**src/rtl/twb_pkg.sv**
```systemverilog
package twb_pkg;

  // Which duration the phase timer loads on a state change.
  typedef enum logic [1:0] {
    TM_LOW,
    TM_HIGH,
    TM_FREE,
    TM_ONE
  } timeSelE;

  // Strobes from the sequencer to the datapath.
  typedef struct packed {
    logic    sclLow;
    logic    sdaLow;
    logic    sdaHold;
    logic    loadTimer;
    timeSelE timeSel;
    logic    latchWord;
    logic    reloadShift;
    logic    shiftNext;
    logic    clrBits;
    logic    incBits;
    logic    clrStatus;
    logic    incAttempt;
    logic    sampleAck;
  } ctlStrobeT;

  // Status from the datapath back to the sequencer.
  typedef struct packed {
    logic timerDone;
    logic lastBit;
    logic shiftMsb;
    logic ackSeen;
    logic triesSpent;
  } dpStatusT;

  typedef enum logic [3:0] {
    S_IDLE,
    S_START_SU,
    S_START_HD,
    S_FALL,
    S_LOW,
    S_HIGH,
    S_STOP_HI,
    S_FREE,
    S_DONE
  } seqStateE;

  // Purpose of the current clock-low phase.
  typedef enum logic [1:0] {
    LK_BIT,
    LK_PRESTART,
    LK_PRESTOP
  } lowKindE;

  function automatic int maxOf3(input int a, input int b, input int c);
    int m;
    m = (a > b) ? a : b;
    return (m > c) ? m : c;
  endfunction

endpackage

```
**src/rtl/twb_bit_datapath.sv**
```systemverilog
module twb_bit_datapath
  import twb_pkg::*;
#(
  parameter int LOW_CYCLES  = 63,
  parameter int HIGH_CYCLES = 62,
  parameter int FREE_CYCLES = 65,
  parameter int MAX_TRIES   = 16,
  parameter int ADDR_BITS   = 7
) (
  input  logic                             clk,
  input  logic                             rstN,
  input  ctlStrobeT                        ctl,
  input  logic [ADDR_BITS:0]               cmdWord,
  input  logic                             sdaIn,
  output dpStatusT                         st,
  output logic                             sclLowQ,
  output logic                             sdaLowQ,
  output logic [$clog2(MAX_TRIES+1)-1:0]   triesQ
);

  localparam int WORD_BITS = ADDR_BITS + 1;
  localparam int LONGEST   = maxOf3(LOW_CYCLES, HIGH_CYCLES, FREE_CYCLES);
  localparam int CNT_W     = $clog2(LONGEST + 1);
  localparam int TRY_W     = $clog2(MAX_TRIES + 1);
  localparam int BIT_W     = $clog2(WORD_BITS + 1);

  // The one-cycle fall state precedes every low phase, so the low load is two short.
  localparam logic [CNT_W-1:0] LOAD_LOW  = CNT_W'(LOW_CYCLES - 2);
  localparam logic [CNT_W-1:0] LOAD_HIGH = CNT_W'(HIGH_CYCLES - 1);
  localparam logic [CNT_W-1:0] LOAD_FREE = CNT_W'(FREE_CYCLES - 1);
  localparam logic [TRY_W-1:0] TRY_CAP   = TRY_W'(MAX_TRIES);
  localparam logic [BIT_W-1:0] ACK_SLOT  = BIT_W'(WORD_BITS);

  logic [CNT_W-1:0]     timerQ;
  logic [WORD_BITS-1:0] wordQ;
  logic [WORD_BITS-1:0] shiftQ;
  logic [BIT_W-1:0]     bitQ;
  logic                 ackQ;

  // Phase timer
  always_ff @(posedge clk) begin
    if (!rstN) begin
      timerQ <= '0;
    end else if (ctl.loadTimer) begin
      unique case (ctl.timeSel)
        TM_LOW:  timerQ <= LOAD_LOW;
        TM_HIGH: timerQ <= LOAD_HIGH;
        TM_FREE: timerQ <= LOAD_FREE;
        default: timerQ <= '0;
      endcase
    end else if (timerQ != '0) begin
      timerQ <= timerQ - 1'b1;
    end
  end

  // Address word capture and shifter
  always_ff @(posedge clk) begin
    if (!rstN) begin
      wordQ  <= '0;
      shiftQ <= '0;
    end else if (ctl.latchWord) begin
      wordQ  <= cmdWord;
      shiftQ <= cmdWord;
    end else if (ctl.reloadShift) begin
      shiftQ <= wordQ;
    end else if (ctl.shiftNext) begin
      shiftQ <= {shiftQ[WORD_BITS-2:0], 1'b0};
    end
  end

  // Bit position within the current frame
  always_ff @(posedge clk) begin
    if (!rstN) begin
      bitQ <= '0;
    end else if (ctl.clrBits) begin
      bitQ <= '0;
    end else if (ctl.incBits) begin
      bitQ <= bitQ + 1'b1;
    end
  end

  // Attempt counter and acknowledge sample
  always_ff @(posedge clk) begin
    if (!rstN) begin
      triesQ <= '0;
      ackQ   <= 1'b0;
    end else begin
      if (ctl.clrStatus) begin
        triesQ <= '0;
      end else if (ctl.incAttempt) begin
        triesQ <= triesQ + 1'b1;
      end
      if (ctl.clrStatus) begin
        ackQ <= 1'b0;
      end else if (ctl.sampleAck) begin
        ackQ <= !sdaIn;
      end
    end
  end

  // Registered line drivers
  always_ff @(posedge clk) begin
    if (!rstN) begin
      sclLowQ <= 1'b0;
      sdaLowQ <= 1'b0;
    end else begin
      sclLowQ <= ctl.sclLow;
      if (!ctl.sdaHold) begin
        sdaLowQ <= ctl.sdaLow;
      end
    end
  end

  assign st.timerDone  = (timerQ == '0);
  assign st.lastBit    = (bitQ == ACK_SLOT);
  assign st.shiftMsb   = shiftQ[WORD_BITS-1];
  assign st.ackSeen    = ackQ;
  assign st.triesSpent = (triesQ == TRY_CAP);

  // data never moves in the same cycle as the clock line
  a_r5_sda_stable_on_scl_edge : assert property (
    @(posedge clk) disable iff (!rstN)
    (sclLowQ != $past(sclLowQ)) |-> (sdaLowQ == $past(sdaLowQ))
  ) else $error("R5 data changed with clock edge");

  // attempt count never passes the limit
  a_r7_tries_capped : assert property (
    @(posedge clk) disable iff (!rstN)
    triesQ <= TRY_CAP
  ) else $error("R7 attempt count above limit");

endmodule

```
**src/rtl/twb_seq_ctrl.sv**
```systemverilog
module twb_seq_ctrl
  import twb_pkg::*;
(
  input  logic      clk,
  input  logic      rstN,
  input  logic      cmdValid,
  input  logic      cmdPoll,
  input  dpStatusT  st,
  output ctlStrobeT ctl,
  output logic      busy,
  output logic      done,
  output logic      timeout
);

  seqStateE stateQ, stateD;
  lowKindE  kindQ, kindD;
  logic     pollQ, pollD;
  logic     secondQ, secondD;
  logic     timeoutQ, timeoutD;
  logic     bitDrivesLow;

  always_ff @(posedge clk) begin
    if (!rstN) begin
      stateQ   <= S_IDLE;
      kindQ    <= LK_BIT;
      pollQ    <= 1'b0;
      secondQ  <= 1'b0;
      timeoutQ <= 1'b0;
    end else begin
      stateQ   <= stateD;
      kindQ    <= kindD;
      pollQ    <= pollD;
      secondQ  <= secondD;
      timeoutQ <= timeoutD;
    end
  end

  always_comb begin
    ctl          = '0;
    stateD       = stateQ;
    kindD        = kindQ;
    pollD        = pollQ;
    secondD      = secondQ;
    timeoutD     = timeoutQ;
    // Only address bits of a poll pull data low; dummy clocks and the ack slot release it.
    bitDrivesLow = pollQ && !st.lastBit && !st.shiftMsb;

    unique case (stateQ)
      S_IDLE: begin
        if (cmdValid) begin
          pollD         = cmdPoll;
          secondD       = 1'b0;
          timeoutD      = 1'b0;
          ctl.latchWord = 1'b1;
          ctl.clrStatus = 1'b1;
          ctl.loadTimer = 1'b1;
          ctl.timeSel   = TM_HIGH;
          stateD        = S_START_SU;
        end
      end

      S_START_SU: begin
        if (st.timerDone) begin
          ctl.loadTimer  = 1'b1;
          ctl.timeSel    = TM_HIGH;
          ctl.incAttempt = pollQ;
          stateD         = S_START_HD;
        end
      end

      S_START_HD: begin
        ctl.sdaLow = 1'b1;
        if (st.timerDone) begin
          ctl.loadTimer = 1'b1;
          ctl.timeSel   = TM_ONE;
          ctl.clrBits   = 1'b1;
          kindD         = (!pollQ && secondQ) ? LK_PRESTOP : LK_BIT;
          stateD        = S_FALL;
        end
      end

      S_FALL: begin
        ctl.sclLow  = 1'b1;
        ctl.sdaHold = 1'b1;
        if (st.timerDone) begin
          ctl.loadTimer = 1'b1;
          ctl.timeSel   = TM_LOW;
          stateD        = S_LOW;
        end
      end

      S_LOW: begin
        ctl.sclLow = 1'b1;
        unique case (kindQ)
          LK_PRESTOP:  ctl.sdaLow = 1'b1;
          LK_PRESTART: ctl.sdaLow = 1'b0;
          default:     ctl.sdaLow = bitDrivesLow;
        endcase
        if (st.timerDone) begin
          ctl.loadTimer = 1'b1;
          ctl.timeSel   = TM_HIGH;
          unique case (kindQ)
            LK_PRESTOP: stateD = S_STOP_HI;
            LK_PRESTART: begin
              secondD = 1'b1;
              stateD  = S_START_SU;
            end
            default: stateD = S_HIGH;
          endcase
        end
      end

      S_HIGH: begin
        ctl.sdaLow = bitDrivesLow;
        if (st.timerDone) begin
          ctl.loadTimer = 1'b1;
          ctl.timeSel   = TM_ONE;
          stateD        = S_FALL;
          if (st.lastBit) begin
            ctl.sampleAck = pollQ;
            kindD         = pollQ ? LK_PRESTOP : LK_PRESTART;
          end else begin
            ctl.shiftNext = 1'b1;
            ctl.incBits   = 1'b1;
            kindD         = LK_BIT;
          end
        end
      end

      S_STOP_HI: begin
        ctl.sdaLow = 1'b1;
        if (st.timerDone) begin
          ctl.loadTimer = 1'b1;
          ctl.timeSel   = TM_FREE;
          stateD        = S_FREE;
        end
      end

      S_FREE: begin
        if (st.timerDone) begin
          if (!pollQ || st.ackSeen) begin
            stateD = S_DONE;
          end else if (st.triesSpent) begin
            timeoutD = 1'b1;
            stateD   = S_DONE;
          end else begin
            ctl.reloadShift = 1'b1;
            ctl.loadTimer   = 1'b1;
            ctl.timeSel     = TM_HIGH;
            stateD          = S_START_SU;
          end
        end
      end

      S_DONE: stateD = S_IDLE;

      default: stateD = S_IDLE;
    endcase
  end

  assign busy    = (stateQ != S_IDLE);
  assign done    = (stateQ == S_DONE);
  assign timeout = timeoutQ;

  // completion is a single-cycle pulse
  a_r10_done_single : assert property (
    @(posedge clk) disable iff (!rstN)
    done |=> !done
  ) else $error("R10 done held for more than one cycle");

  // timeout is only raised once the attempt limit is used up
  a_r7_timeout_at_limit : assert property (
    @(posedge clk) disable iff (!rstN)
    $rose(timeoutQ) |-> st.triesSpent
  ) else $error("R7 timeout before attempt limit");

endmodule

```
**src/rtl/twb_recover_poll.sv**
```systemverilog
module twb_recover_poll
  import twb_pkg::*;
#(
  parameter int LOW_CYCLES  = 63,
  parameter int HIGH_CYCLES = 62,
  parameter int FREE_CYCLES = 65,
  parameter int MAX_TRIES   = 16,
  parameter int ADDR_BITS   = 7
) (
  input  logic                           clk,
  input  logic                           rstN,
  input  logic                           cmdValid,
  input  logic                           cmdPoll,
  input  logic [ADDR_BITS-1:0]           cmdAddr,
  input  logic                           cmdRead,
  input  logic                           sdaIn,
  output logic                           sclDriveLow,
  output logic                           sdaDriveLow,
  output logic                           busy,
  output logic                           done,
  output logic                           acked,
  output logic                           timeout,
  output logic [$clog2(MAX_TRIES+1)-1:0] attempts
);

  ctlStrobeT ctl;
  dpStatusT  st;

  twb_seq_ctrl u_ctrl (
    .clk      (clk),
    .rstN     (rstN),
    .cmdValid (cmdValid),
    .cmdPoll  (cmdPoll),
    .st       (st),
    .ctl      (ctl),
    .busy     (busy),
    .done     (done),
    .timeout  (timeout)
  );

  twb_bit_datapath #(
    .LOW_CYCLES  (LOW_CYCLES),
    .HIGH_CYCLES (HIGH_CYCLES),
    .FREE_CYCLES (FREE_CYCLES),
    .MAX_TRIES   (MAX_TRIES),
    .ADDR_BITS   (ADDR_BITS)
  ) u_dp (
    .clk     (clk),
    .rstN    (rstN),
    .ctl     (ctl),
    .cmdWord ({cmdAddr, cmdRead}),
    .sdaIn   (sdaIn),
    .st      (st),
    .sclLowQ (sclDriveLow),
    .sdaLowQ (sdaDriveLow),
    .triesQ  (attempts)
  );

  assign acked = st.ackSeen;

  // an idle block leaves both lines released
  a_r1_idle_released : assert property (
    @(posedge clk) disable iff (!rstN)
    !busy |-> (!sclDriveLow && !sdaDriveLow)
  ) else $error("R1 line driven while idle");

  // acknowledge and timeout are never reported together
  a_r4_ack_timeout_exclusive : assert property (
    @(posedge clk) disable iff (!rstN)
    !(acked && timeout)
  ) else $error("R4 acked and timeout both set");

endmodule

```
**config.mk**
```make
export PLATFORM = sky130hd
export DESIGN_NAME = twb_recover_poll
export DESIGN_NICKNAME = d
export VERILOG_FILES = /design/src/rtl/twb_pkg.sv /design/src/rtl/twb_bit_datapath.sv /design/src/rtl/twb_seq_ctrl.sv /design/src/rtl/twb_recover_poll.sv
export SDC_FILE = /design/constraint.sdc
export NUM_CORES = 1
export LEC_CHECK = 0
export ABC_AREA = 1
export BUFFER_PORTS_ARGS = -buffer_cell sky130_fd_sc_hd__clkbuf_2
export CORE_UTILIZATION = 65
export CTS_BUF_LIST = sky130_fd_sc_hd__clkbuf_2 sky130_fd_sc_hd__clkbuf_4 sky130_fd_sc_hd__clkbuf_8
export DETAILED_ROUTE_END_ITERATION = 7
export GPL_ROUTABILITY_DRIVEN = 0
export PLACE_DENSITY = 0.87
export SETUP_SLACK_MARGIN = 0.02
export SLEW_MARGIN = 20
export SYNTH_ARGS = -nofsm -noshare
export SYNTH_HDL_FRONTEND = slang
export SYNTH_SLANG_ARGS = --single-unit
```
**constraint.sdc**
```tcl
create_clock -name clk -period 4.5 [get_ports clk]
set_input_delay 0.45 -clock clk [delete_from_list [all_inputs] [get_ports clk]]
set_output_delay 0.45 -clock clk [all_outputs]
set_load 0.05 [all_outputs]
```
Word level (Yosys, flattened, before mapping)
Index checks and enable logic that the tools add are counted.

Register bits: 44. Input bits: 13. Output and inout port bits: 11. Word-level logic and storage cells: 134.

Add/subtract/negate cells: 3. Equal/unequal tests: 26. Multiplexer cells: 61. Bitwise gates (word level): 1. Reduce and logical (&&, ||, !) cells: 30.

Operators by type and width (count): 4-bit two-way mux (10); 4-bit one-hot mux with 7 select lines (1); 1-bit two-way mux (25); 8-bit two-way mux (3); 2-bit != test (second input constant) (11); 3-bit two-way mux (7); 3-bit one-hot mux with 6 select lines (1); 4-bit by 3-bit equality test with 1-bit output (second input constant) (4); 7-bit two-way mux (2); 7-bit one-hot mux with 2 select lines (1); 2-bit OR reduction (7); 2-bit two-way mux (5); 4-bit by 2-bit equality test with 1-bit output (second input constant) (2); 4-bit equality test (second input constant) (2); 2-bit nonzero test (4); 7-bit zero test (1); 7-bit AND reduction (1); 7-bit nonzero test (1); 7-bit by 1-bit subtractor with 7-bit output (second input constant) (1); 1-bit one-hot mux with 2 select lines (3); 3-bit one-hot mux with 2 select lines (1); 5-bit by 1-bit adder with 5-bit output (second input constant) (1); 5-bit equality test (second input constant) (1); 5-bit AND reduction (1); 18 further kinds (25).

Logic depth before layout (Yosys ltp)
Word-level depth: 9. Depth in mapped cells: 13. Depth with buffers taken out: 13.

Hierarchy
A second synthesis with hierarchy kept.

Cell total of the unflattened synthesis: 349. Area, all modules: 2424.8 um^2.

Modules (own cells, without submodules): twb_bit_datapath (instances 1, cells each 225, area each 1691.6 um^2, sequential area each 700.7 um^2); twb_seq_ctrl (instances 1, cells each 124, area each 733.2 um^2, sequential area each 180.2 um^2).

Least setup slack after synthesis
No wires, ideal clock.

Path kind: register to output. From: register u_ctrl.stateQ[1]. To: output done. Arrival: 1.594 ns. Data required time: 4.050 ns. Slack: 2.456 ns. Stages on the path, launching flop included: 4. Path buffers: 0. Cell sequence: dfxtp_1 > nor2_1 > inv_1 > nor3_1.

Word-level cells in the longest chain between the ends: 1.

RTL lines: start: declaration (line twb_seq_ctrl.sv:15) `seqStateE stateQ, stateD;`; start signal: assignment (line twb_seq_ctrl.sv:30) `stateQ <= stateD;`; 4-bit equality test (line twb_seq_ctrl.sv:162) `assign done = (stateQ == S_DONE);`; end: declaration (line twb_recover_poll.sv:20) `output logic done,`.

Every way passes these cells.

Final worst setup path
From: register u_dp.timerQ[0]. To: register u_dp.timerQ[3].

Word-level cells in the longest chain between the ends: 7. Elaborated cells on any way between the ends: 17. Those cells by class: add/sub (1); eq/ne (2); mux (9); reduce/logical (5).

RTL lines: start: declaration (line twb_bit_datapath.sv:34) `logic [CNT_W-1:0] timerQ;`; start signal: assignment (line twb_bit_datapath.sv:52) `timerQ <= timerQ - 1'b1;`; 7-bit zero test (line twb_bit_datapath.sv:114) `assign st.timerDone = (timerQ == '0);`; 3-bit two-way mux, on equally long branches; 3-bit one-hot mux with 6 select lines (line twb_seq_ctrl.sv:48) `unique case (stateQ)`; 2-bit by 1-bit equality test with 1-bit output / 2-bit zero test (equally long branches) (line twb_bit_datapath.sv:45) `unique case (ctl.timeSel)`; 2-bit OR reduction (no source line); 7-bit one-hot mux with 2 select lines (line twb_bit_datapath.sv:45); 7-bit two-way mux (line twb_bit_datapath.sv:44) `end else if (ctl.loadTimer) begin`.

Parallel ways exist; a longest one is shown, timed or not. The select of a mux whose other input is x is not followed. A chain may end at the register's enable or synchronous reset.

==> metrics.md <==
| Metric | Value |
|---|---|
| WS Path Type | reg2reg |
| Final Instance Area | between 2000 and 3000 µm² |
| Critical Path Max Stage Delay | 340 ps |
| CTS Buffer Depth | 2 |
| Post-DRT Antenna Nets | 0 |
| Final std cells w/o fill | 392 |
| # hold bufs at CTS | 0 |
| Yosys warns | 0 |
| Buf/Inv on CP | 2 |
| Register area | 881 µm² |
| # resized after CTS | 0 |
| Number of cells on the critical path | 12 |
| VDD IR max | 0.000385 V |
| Clock slew at reported path FFs | approximately 80 ps |
| Finish-stage setup viols | 0 |
| Initial Util | 70.5% |
| Worst-Margin Slew | 560 ps |
| WHS | 367 ps |
| DR DRC count | 0 |
| CTS tree | done |
| Critical Path Source | u_dp.timerQ[0] |
| WP data arrival | 2280 ps |
| Pre-CTS setup slack | 2500 ps |
| CP Data Required Time | 4740 ps |
| Multi-input gate area in the final layout | 1340 µm² |
| Antenna Cells | 0 |
| Fin util | 76.9% |
| Antenna violations before repair | 0 |
| Grt total ovfl | 0 |
| Die Wd | 63.3 µm |
| Delay-heaviest family, CP | simple AND/OR/NAND/NOR gates |
| Placed cell area | 2570 µm² |
| Fin. max-slew vios | 0 |
| Pin count of the biggest net entering global routing | 19 |
| Buffers on Ports | 23 |
| Reg2reg end | u_dp.timerQ[3] |
| Share of the yosys chip area belonging to registers | 36.0% |
| RSZ-0062 raised after global routing | no |
| Clock Latency Late Sink | just under 300 ps |
| Fin crit share | 45.4% |
| Status | completed |
| Seq cells post-synth | 44 |
| Final Hold Viols | 0 |
| Hold crit path type | in2reg |
| Final setup margin | 2460 ps |
| CP endpoint kind | flop |
| Clock root buffer master | clkbuf_8 |
| Setup Skew | 5.14 ps |
| Layout area overhead | 9.06% |
| Critical Path Slowest Stage Cell | nor2_4 |
| Power Dens Cells | ~550 nW/µm² |
| Crit path capture | u_dp.timerQ[3] |
| Most common cell after layout, fill and taps aside | nand2_1 |
| Path depth of the worst reg2reg path | 12 |
| Global-route wire length before repair | 8980 µm |
| Post-Syn Area | 2440 µm² |
| Crit path launch type | flop |
| Pleak | 1.18 nW |
| Die area | 4010 µm² |
| Via-to-Cell Ratio | 5.54 |
| H-Tree Depth | 2 |
| Num CTS Buffers | 5 |
| Vias in the first global route | 2,033 |
| Placed Cells incl. Taps | 384 |
| Syn Area/Cell | around 7.6 µm² |
| Mapped Cells | 322 |
| Clk sink count | 44 |
| Unique masters post-synth | 40 |
| Iteration-0 DRC count of the detailed router | 192 |
| Max-Cap Viols | 0 |
| CP Cell Sequence | inv_1, ha_1, nand3_2, nor2_4, nand2_1, nand2_2, inv_2, nand3_2, nand2_2, nand2_1, nand2_1, nor2_2 |
| Fraction of layout cells with a size suffix above 1 | 22.8% |
| DRT Wirelength | 5040 µm |
| Fillers | around 280 |
| Post-DP HPWL | 3700 µm |
| Register-to-register setup slack | 2460 ps |
| Vias | 2,171 |
| Total chip power | 1.45 mW |
| Top Ports | 24 |
| Tmin final | 2040 ps |
| Most frequent cells in the layout | nand2_1, dfxtp_1, inv_1 |
| Tot GR Track Use | roughly 28% |
| # Post-CTS Setup Buffers | 0 |
| Final TNS setup | 0 ps |
| Relative slew slack | 62.6% |
| Core area | 3470 µm² |
| Die Y | roughly 63 µm |
| Critical Path Most Common Cell | nand2_1 |
| Cell Rows | 21 |
| DRT Pass-1 Iters | 4 |
| Synth Net Count | 343 |
| Final net count | 366 |
| Maximum fanout along the worst path | 13 |
| FF-to-FF Start | u_dp.timerQ[0] |
| Routed wire per std cell | 12.9 µm |
| FMAX | 0.490 GHz |
==> per-layer routing <==
layer	global-route usage, %	part of all wire (%)	up-vias
li1	-	-	1103
met5	0	0	-
met4	9.09	0.73	0
met1	34.5	44	995
met2	48.4	50	66
met3	5.80	5.3	7
==> power by group <==
part           leakage (nW)  switching, mW  total, mW  internal, mW
logic                 0.779          0.455      0.673         0.218
clock network        0.0434          0.135      0.260         0.124
registers             0.360         0.0563      0.522         0.465
total                  1.18          0.647       1.45         0.807
==> state kept, by name (all words and copies together), names as in the netlist, 2 cells and up <==
signal         cells
u_ctrl.stateQ      4
u_dp.bitQ          4
u_dp.timerQ        7
u_dp.wordQ         8
u_dp.triesQ        5
u_ctrl.kindQ       2
u_dp.shiftQ        8
==> cell families after synthesis <==
kind of cell             synth area share (%)
AO/OA/AOI/OAI                            19.6
XOR/XNOR                                 2.51
adder cells (fa/ha/maj)                  4.09
buffers and inverters                    9.06
flip-flops                               36.0
AND/OR/NAND/NOR                          28.7
==> cell usage after synthesis (all sizes together) <==
master  instances  area [µm²]
a211oi          3        22.5
a21oi          38         216
a311oi          1        8.76
a31oi           1        6.26
a41oi           1        8.76
and3            1        6.26
buf             6        45.0
clkbuf          1        3.75
clkinv          2        7.51
dfxtp          44         881
ha              8         100
inv            44         165
nand2          73         302
nand3          20         145
nand3b          1        7.51
nand4           4        40.0
nor2           27         170
nor3            5        25.0
o211ai          1        7.51
o21ai          29         183
o22ai           3        18.8
o31ai           1        7.51
or3             1        6.26
xnor2           1        8.76
xor2            6        52.6
==> area by class of cell <==
type / instances / share of cell area [%]
timing repair buffer: 23 / 4.32
tap: 46 / 2.16
clock inverter: 2 / 0.563
sequential: 44 / 33.0
inverter: 46 / 6.48
clock buffer: 6 / 3.10
multi-input combinational: 225 / 50.4
==> how the worst min path moves through the flow <==
stage                                end      startpoint  cells after the start  slack [ps]
after floorplan           u_dp.shiftQ[0]  u_dp.shiftQ[0]                      2         440
after global placement    u_ctrl.secondQ  u_ctrl.secondQ                      2         450
after detailed placement  u_ctrl.secondQ  u_ctrl.secondQ                      2         460
after CTS                      u_dp.ackQ           sdaIn                      2         370
after global routing           u_dp.ackQ           sdaIn                      2         370
final                          u_dp.ackQ           sdaIn                      2         370
Power figures use the tool's default switching activity.
